<file path="src/rtl/dds_prof_pkg.sv">
package dds_prof_pkg;

   localparam int unsigned DEF_ACC_W   = 48;
   localparam int unsigned DEF_PHASE_W = 14;
   localparam int unsigned DEF_N_PROF  = 8;
   localparam int unsigned DEF_REG_W   = 64;

   // Selects how the phase word leaves the block.
   typedef enum logic [0:0] {
      PH_COMB = 1'b0,   // sum of registered terms, no extra latency
      PH_REG  = 1'b1    // extra output register, one cycle later
   } phase_out_e;

endpackage

</file>
<file path="src/rtl/dds_prof_bank.sv">
module dds_prof_bank #(
   parameter int unsigned N_PROF  = 8,
   parameter int unsigned ACC_W   = 48,
   parameter int unsigned PHASE_W = 14,
   parameter int unsigned REG_W   = 64
) (
   input  logic                       clk,
   input  logic                       rst,
   input  logic                       wr_en,
   input  logic [$clog2(N_PROF)-1:0]  wr_addr,
   input  logic [REG_W-1:0]           wr_data,
   input  logic [$clog2(N_PROF)-1:0]  rd_addr,
   output logic [REG_W-1:0]           rd_data,
   input  logic [$clog2(N_PROF)-1:0]  lk_sel,
   output logic [ACC_W-1:0]           lk_ftw,
   output logic [PHASE_W-1:0]         lk_ofs
);
   localparam int unsigned SEL_W = $clog2(N_PROF);
   localparam int unsigned PAD_W = REG_W - ACC_W - PHASE_W;

   logic [ACC_W-1:0]   ftw_q [N_PROF];
   logic [PHASE_W-1:0] ofs_q [N_PROF];

   // one storage slot per profile
   for (genvar g = 0; g < N_PROF; g++) begin : g_slot
      logic hit;
      assign hit = wr_en && (wr_addr == SEL_W'(g));
      always_ff @(posedge clk) begin
         if (rst) begin
            ftw_q[g] <= '0;
            ofs_q[g] <= '0;
         end else if (hit) begin
            ftw_q[g] <= wr_data[ACC_W-1:0];
            ofs_q[g] <= wr_data[ACC_W +: PHASE_W];
         end
      end
   end

   // read-back port, unused top field forced to zero
   if (PAD_W > 0) begin : g_pad
      assign rd_data = {{PAD_W{1'b0}}, ofs_q[rd_addr], ftw_q[rd_addr]};
   end else begin : g_nopad
      assign rd_data = {ofs_q[rd_addr], ftw_q[rd_addr]};
   end

   // lookup port feeding the active set
   assign lk_ftw = ftw_q[lk_sel];
   assign lk_ofs = ofs_q[lk_sel];

endmodule

</file>
<file path="src/rtl/dds_prof_active.sv">
module dds_prof_active #(
   parameter int unsigned ACC_W   = 48,
   parameter int unsigned PHASE_W = 14
) (
   input  logic               clk,
   input  logic               rst,
   input  logic               upd,
   input  logic [ACC_W-1:0]   lk_ftw,
   input  logic [PHASE_W-1:0] lk_ofs,
   output logic [ACC_W-1:0]   act_ftw,
   output logic [PHASE_W-1:0] act_ofs
);
   // both halves move on the same edge, never one without the other
   always_ff @(posedge clk) begin
      if (rst) begin
         act_ftw <= '0;
         act_ofs <= '0;
      end else if (upd) begin
         act_ftw <= lk_ftw;
         act_ofs <= lk_ofs;
      end
   end
endmodule

</file>
<file path="src/rtl/dds_phase_acc.sv">
module dds_phase_acc #(
   parameter int unsigned ACC_W = 48
) (
   input  logic             clk,
   input  logic             rst,
   input  logic [ACC_W-1:0] step,
   output logic [ACC_W-1:0] acc_q,
   output logic             wrap_q
);
   logic [ACC_W:0] sum;

   assign sum = {1'b0, acc_q} + {1'b0, step};

   always_ff @(posedge clk) begin
      if (rst) begin
         acc_q  <= '0;
         wrap_q <= 1'b0;
      end else begin
         acc_q  <= sum[ACC_W-1:0];
         wrap_q <= sum[ACC_W];
      end
   end
endmodule

</file>
<file path="src/rtl/dds_phase_map.sv">
module dds_phase_map
   import dds_prof_pkg::*;
#(
   parameter int unsigned ACC_W    = 48,
   parameter int unsigned PHASE_W  = 14,
   parameter phase_out_e  OUT_MODE = PH_COMB
) (
   input  logic               clk,
   input  logic               rst,
   input  logic [ACC_W-1:0]   acc,
   input  logic [PHASE_W-1:0] ofs,
   output logic [PHASE_W-1:0] phase
);
   logic [PHASE_W-1:0] raw;

   // modulo 2^PHASE_W by width truncation
   assign raw = acc[ACC_W-1 -: PHASE_W] + ofs;

   if (OUT_MODE == PH_REG) begin : g_reg
      logic [PHASE_W-1:0] ph_q;
      always_ff @(posedge clk) begin
         if (rst) ph_q <= '0;
         else     ph_q <= raw;
      end
      assign phase = ph_q;
   end else begin : g_comb
      assign phase = raw;
   end
endmodule

</file>
<file path="src/rtl/dds_profile_core.sv">
module dds_profile_core
   import dds_prof_pkg::*;
#(
   parameter int unsigned N_PROF   = DEF_N_PROF,
   parameter int unsigned ACC_W    = DEF_ACC_W,
   parameter int unsigned PHASE_W  = DEF_PHASE_W,
   parameter int unsigned REG_W    = DEF_REG_W,
   parameter phase_out_e  OUT_MODE = PH_COMB
) (
   input  logic                       clk,
   input  logic                       rst,
   input  logic                       wr_en,
   input  logic [$clog2(N_PROF)-1:0]  wr_addr,
   input  logic [REG_W-1:0]           wr_data,
   input  logic [$clog2(N_PROF)-1:0]  rd_addr,
   output logic [REG_W-1:0]           rd_data,
   input  logic [$clog2(N_PROF)-1:0]  prof_sel,
   input  logic                       upd,
   output logic [PHASE_W-1:0]         phase_o,
   output logic                       carry_o
);
   localparam int unsigned SEL_W = $clog2(N_PROF);

   // elaboration-time parameter checks
   if (PHASE_W > ACC_W) begin : g_bad_phase
      $error("phase width exceeds accumulator width");
   end
   if (ACC_W + PHASE_W > REG_W) begin : g_bad_reg
      $error("profile fields do not fit the register width");
   end
   if ((1 << SEL_W) != N_PROF || N_PROF < 2) begin : g_bad_nprof
      $error("profile count must be a power of two, at least 2");
   end

   logic [ACC_W-1:0]   lk_ftw;
   logic [PHASE_W-1:0] lk_ofs;
   logic [ACC_W-1:0]   act_ftw;
   logic [PHASE_W-1:0] act_ofs;
   logic [ACC_W-1:0]   acc_q;

   dds_prof_bank #(
      .N_PROF (N_PROF), .ACC_W (ACC_W), .PHASE_W (PHASE_W), .REG_W (REG_W)
   ) u_bank (
      .clk     (clk),
      .rst     (rst),
      .wr_en   (wr_en),
      .wr_addr (wr_addr),
      .wr_data (wr_data),
      .rd_addr (rd_addr),
      .rd_data (rd_data),
      .lk_sel  (prof_sel),
      .lk_ftw  (lk_ftw),
      .lk_ofs  (lk_ofs)
   );

   dds_prof_active #(
      .ACC_W (ACC_W), .PHASE_W (PHASE_W)
   ) u_active (
      .clk     (clk),
      .rst     (rst),
      .upd     (upd),
      .lk_ftw  (lk_ftw),
      .lk_ofs  (lk_ofs),
      .act_ftw (act_ftw),
      .act_ofs (act_ofs)
   );

   dds_phase_acc #(
      .ACC_W (ACC_W)
   ) u_acc (
      .clk    (clk),
      .rst    (rst),
      .step   (act_ftw),
      .acc_q  (acc_q),
      .wrap_q (carry_o)
   );

   dds_phase_map #(
      .ACC_W (ACC_W), .PHASE_W (PHASE_W), .OUT_MODE (OUT_MODE)
   ) u_map (
      .clk   (clk),
      .rst   (rst),
      .acc   (acc_q),
      .ofs   (act_ofs),
      .phase (phase_o)
   );

endmodule

</file>
<file path="config.mk">
export PLATFORM = sky130hd
export DESIGN_NAME = dds_profile_core
export DESIGN_NICKNAME = d
export VERILOG_FILES = /design/src/rtl/dds_prof_pkg.sv /design/src/rtl/dds_prof_bank.sv /design/src/rtl/dds_prof_active.sv /design/src/rtl/dds_phase_acc.sv /design/src/rtl/dds_phase_map.sv /design/src/rtl/dds_profile_core.sv
export SDC_FILE = /design/constraint.sdc
export NUM_CORES = 1
export LEC_CHECK = 0
export BUFFER_PORTS_ARGS = -buffer_cell sky130_fd_sc_hd__clkbuf_2
export CAP_MARGIN = 25
export CORE_MARGIN = 3
export CORE_UTILIZATION = 36
export CTS_CLUSTER_DIAMETER = 60
export DETAILED_ROUTE_END_ITERATION = 10
export GPL_ROUTABILITY_DRIVEN = 0
export PLACE_DENSITY = 0.49
export REMOVE_ABC_BUFFERS = 1
export SKIP_CTS_REPAIR_TIMING = 1
export SYNTH_ARGS = -nofsm -noshare
export SYNTH_HDL_FRONTEND = slang
export SYNTH_HIERARCHICAL = 1
export SYNTH_SLANG_ARGS = --single-unit
export TNS_END_PERCENT = 5
</file>
<file path="constraint.sdc">
create_clock -name clk -period 6.2 [get_ports clk]
set_input_delay 0.31 -clock clk [delete_from_list [all_inputs] [get_ports clk]]
set_output_delay 0.31 -clock clk [all_outputs]
set_load 0.05 [all_outputs]
</file>
==> results.sh <==
export IMPL_synthCells=2445
export IMPL_grt_pass1_vias=21900
export IMPL_cp_num_cells=9
export IMPL_slew_viol_final=0
export IMPL_worstMarginPinSlew_ns=1.45
export IMPL_period_minus_slack_ns=3.36
export IMPL_start_kind="flop"
export IMPL_vdd_drop_max_mv=0.168
export IMPL_start_util=0.367
export IMPL_critical_path_buf_inv_count=2
export IMPL_required_ns=5.89
export IMPL_drt_iter0_markers=1581
export IMPL_drt_wirelength_per_cell_um=25.2
export IMPL_rsz0062_at_grt="false"
export IMPL_cp_slowest_stage_delay_ns=0.41
export IMPL_port_buffer_count=151
export IMPL_leakage_nw=13.1
export IMPL_ant_nets=0
export IMPL_syn_area_um2=33300
export IMPL_fin_ws_ns=2.84
export IMPL_crit_family="compound AO/OA/AOI/OAI gates"
export IMPL_clock_skew_ns=0.0184
export IMPL_power_per_cell_area_nw_per_um2=297
export IMPL_slew_headroom=0.0305
export IMPL_synth_async_reset_ratio=0
export IMPL_cts_sinks=607
export IMPL_final_hold_violation_count=0
export IMPL_crit_path_top_delay_cell="fa_1"
export IMPL_timing_setup_tns_ns=0
export IMPL_root_buffer="clkbuf_16"
export IMPL_drive_gt1_frac=0.260
export IMPL_syn_to_final_growth_pct=11.5
export IMPL_antenna_found_initial=2
export IMPL_syn_avg_cell_area_um2=13.6
export IMPL_path_cells="ha_1 > inv_1 > fa_1 > nand2b_1 > a21oi_1 > o21ai_0 > o21ai_0 > xor2_1 > clkbuf_2"
export IMPL_htreeDepth=3
export IMPL_core_um2=90800
export IMPL_clock_latency_ns=0.60
export IMPL_first_pass_iters=5
export IMPL_rows=110
export IMPL_grt_pass1_wl_um=139000
export IMPL_worstRegToRegCells=10
export IMPL_grt_max_degree=248
export IMPL_min_path_type="in2reg"
export IMPL_pre_cts_ws_ns=2.85
export IMPL_layout_nets=2627
export IMPL_drc=0
export IMPL_min_path_cells=3
export IMPL_grt_overflow_total=0
export IMPL_cts_tree="built"
export IMPL_track_usage=0.194
export IMPL_cap_violations=0
export IMPL_synth_edf_count=496
export IMPL_ys_flop_type="edfxtp_1"
export IMPL_finalSetupViolations=0
export IMPL_end_kind="output pin"
export IMPL_arrival_ns=3.05
export IMPL_instances_no_fill=3721
export IMPL_die_area_um2=96300
export IMPL_yosysWarnings=6
export IMPL_dpl_cell_count=3589
export IMPL_clk_pin_slew_ns=0.06
export IMPL_finalCritPeriodShare=0.542
export IMPL_status="completed"
export IMPL_cp_max_fo=2
export IMPL_nFillCells=8534
export IMPL_dieHeight_um=310
export IMPL_num_vias=21400
export IMPL_fp_dieW_um=310
export IMPL_synth_seq_cells=607
export IMPL_synth_cell_type_count=78
export IMPL_viasPerCell=5.74
export IMPL_critical_path_class="reg2out"
export IMPL_cts_buffer_depth=3
export IMPL_max_freq_mhz=298
export IMPL_cts_buffers_inserted=70
export IMPL_crit_top_cell="o21ai_0"
export IMPL_finalWirelength_um=93900
export IMPL_io_pins=156
export IMPL_hpwl_um=54200
export IMPL_ys_seq_area_frac=0.514
registers in the layout (all words and copies together), names as in the netlist:
| signal | count |
|---|---|
| u_acc/acc_q | 48 |
| u_acc/wrap_q | 1 |
| u_active/act_ftw | 48 |
| u_active/act_ofs | 14 |
| u_bank/ftw_q | 384 |
| u_bank/ofs_q | 112 |
worst min-delay path: cells and delay by family:
kind / cells / cell delay (ns)
AND/OR/NAND/NOR: 1 / 0.07
buffers and inverters: 2 / 0.21
cell usage after synthesis (5+ instances only):
| master | count | share of area |
|---|---|---|
| nor2_1 | 135 | 0.015 |
| nand3_1 | 11 | 0.0017 |
| mux2_4 | 122 | 0.055 |
| mux2i_1 | 62 | 0.019 |
| mux4_2 | 216 | 0.15 |
| ha_1 | 61 | 0.023 |
| clkbuf_1 | 104 | 0.012 |
| mux2_2 | 10 | 0.0034 |
| clkinv_1 | 62 | 0.0070 |
| buf_8 | 6 | 0.0027 |
| a31oi_1 | 7 | 0.0013 |
| and2_1 | 5 | 0.00094 |
| dfxtp_1 | 111 | 0.067 |
| buf_12 | 14 | 0.0084 |
| edfxtp_1 | 496 | 0.45 |
| o21bai_1 | 20 | 0.0045 |
| o21ai_0 | 32 | 0.0048 |
| inv_1 | 20 | 0.0023 |
| xor2_1 | 16 | 0.0042 |
| nand2b_1 | 10 | 0.0019 |
| buf_1 | 23 | 0.0026 |
| mux4_1 | 32 | 0.025 |
| nor2b_1 | 15 | 0.0028 |
| nor3_1 | 506 | 0.076 |
| buf_2 | 64 | 0.0096 |
| a21oi_1 | 75 | 0.011 |
| nand2_1 | 49 | 0.0055 |
| a211oi_1 | 6 | 0.0014 |
| xnor2_1 | 30 | 0.0079 |
| a21o_1 | 29 | 0.0065 |
| nand4_1 | 14 | 0.0026 |
where the power goes:
| part | total [mW] | internal (mW) | leakage, nW | switching [mW] |
|---|---|---|---|---|
| clock | 4.07 | 2.39 | 1.10 | 1.68 |
| combinational | 2.09 | 0.800 | 6.30 | 1.29 |
| sequential | 4.87 | 4.72 | 5.71 | 0.147 |
| total | 11.0 | 7.91 | 13.1 | 3.11 |
layout make-up:
| type | count | area (µm²) | share of cell area |
|---|---|---|---|
| Clock inverter | 35 | 294 | 0.00791 |
| Sequential cell | 607 | 17100 | 0.461 |
| Tap cell | 1176 | 1470 | 0.0396 |
| Multi-Input combinational cell | 1538 | 14800 | 0.398 |
| Timing Repair Buffer | 188 | 1230 | 0.0331 |
| Antenna cell | 1 | 2.50 | 0.0000673 |
| Clock buffer | 94 | 1960 | 0.0526 |
| Inverter | 82 | 308 | 0.00828 |
cell usage in the layout (no fill, tap or decap), types with 12 or more instances in the layout:
cell type,instances
nor3_1,506
edfxtp_1,496
mux4_2,216
clkbuf_2,143
nor2_1,135
mux2_4,122
dfxtp_1,111
clkinv_1,78
a21oi_1,75
clkbuf_16,73
mux2i_1,62
ha_1,61
nand2_1,48
o21ai_0,32
mux4_1,32
buf_4,31
xnor2_1,30
a21o_1,29
inv_1,20
clkbuf_1,16
xor2_1,16
nor2b_1,15
nand4_1,14
o21bai_1,12
per-stage QoR:
| stage | utilization | hold slack [ns] | instance area [µm²] | power, mW |
|---|---|---|---|---|
| floorplan | - | 0.379 | 32100 | 6.35 |
| finish | 0.409 | 0.159 | 37200 | 11.0 |
| detailed placement | 0.384 | 0.487 | 34900 | 7.06 |
| global placement | 0.383 | 0.482 | 34800 | 7.01 |
| global route | 0.409 | 0.148 | 37200 | 11.5 |
| CTS | 0.408 | 0.115 | 37100 | 11.1 |
cells by family after synthesis:
family | after synthesis | synth area share
other | 1 | 0.000113
XOR/XNOR | 46 | 0.0121
AND/OR/NAND/NOR | 768 | 0.112
flip-flops | 607 | 0.514
AO/OA/AOI/OAI | 215 | 0.0432
adder cells (fa/ha/maj) | 63 | 0.0241
buffers and inverters | 301 | 0.0464
multiplexers | 444 | 0.249
layer usage:
layer	vias up	global-route usage	part of all wire
li1	9672	-	-
met1	11000	0.263	0.43
met2	599	0.332	0.50
met3	123	0.0271	0.052
met4	2	0.0466	0.019
met5	-	0	0.00012
final timing paths:
| path | from | endpoint | slack [ns] |
|---|---|---|---|
| max | u_acc/acc_q[34] | phase_o[12] | 2.84 |
| min | wr_data[2] | u_bank/ftw_q[3][2] | 0.16 |
| max reg2reg | u_active/act_ftw[0] | u_acc/acc_q[44] | 2.98 |
| min reg2reg | u_active/act_ftw[10] | u_active/act_ftw[10] | 0.50 |
(Power assumes the default switching activity.)
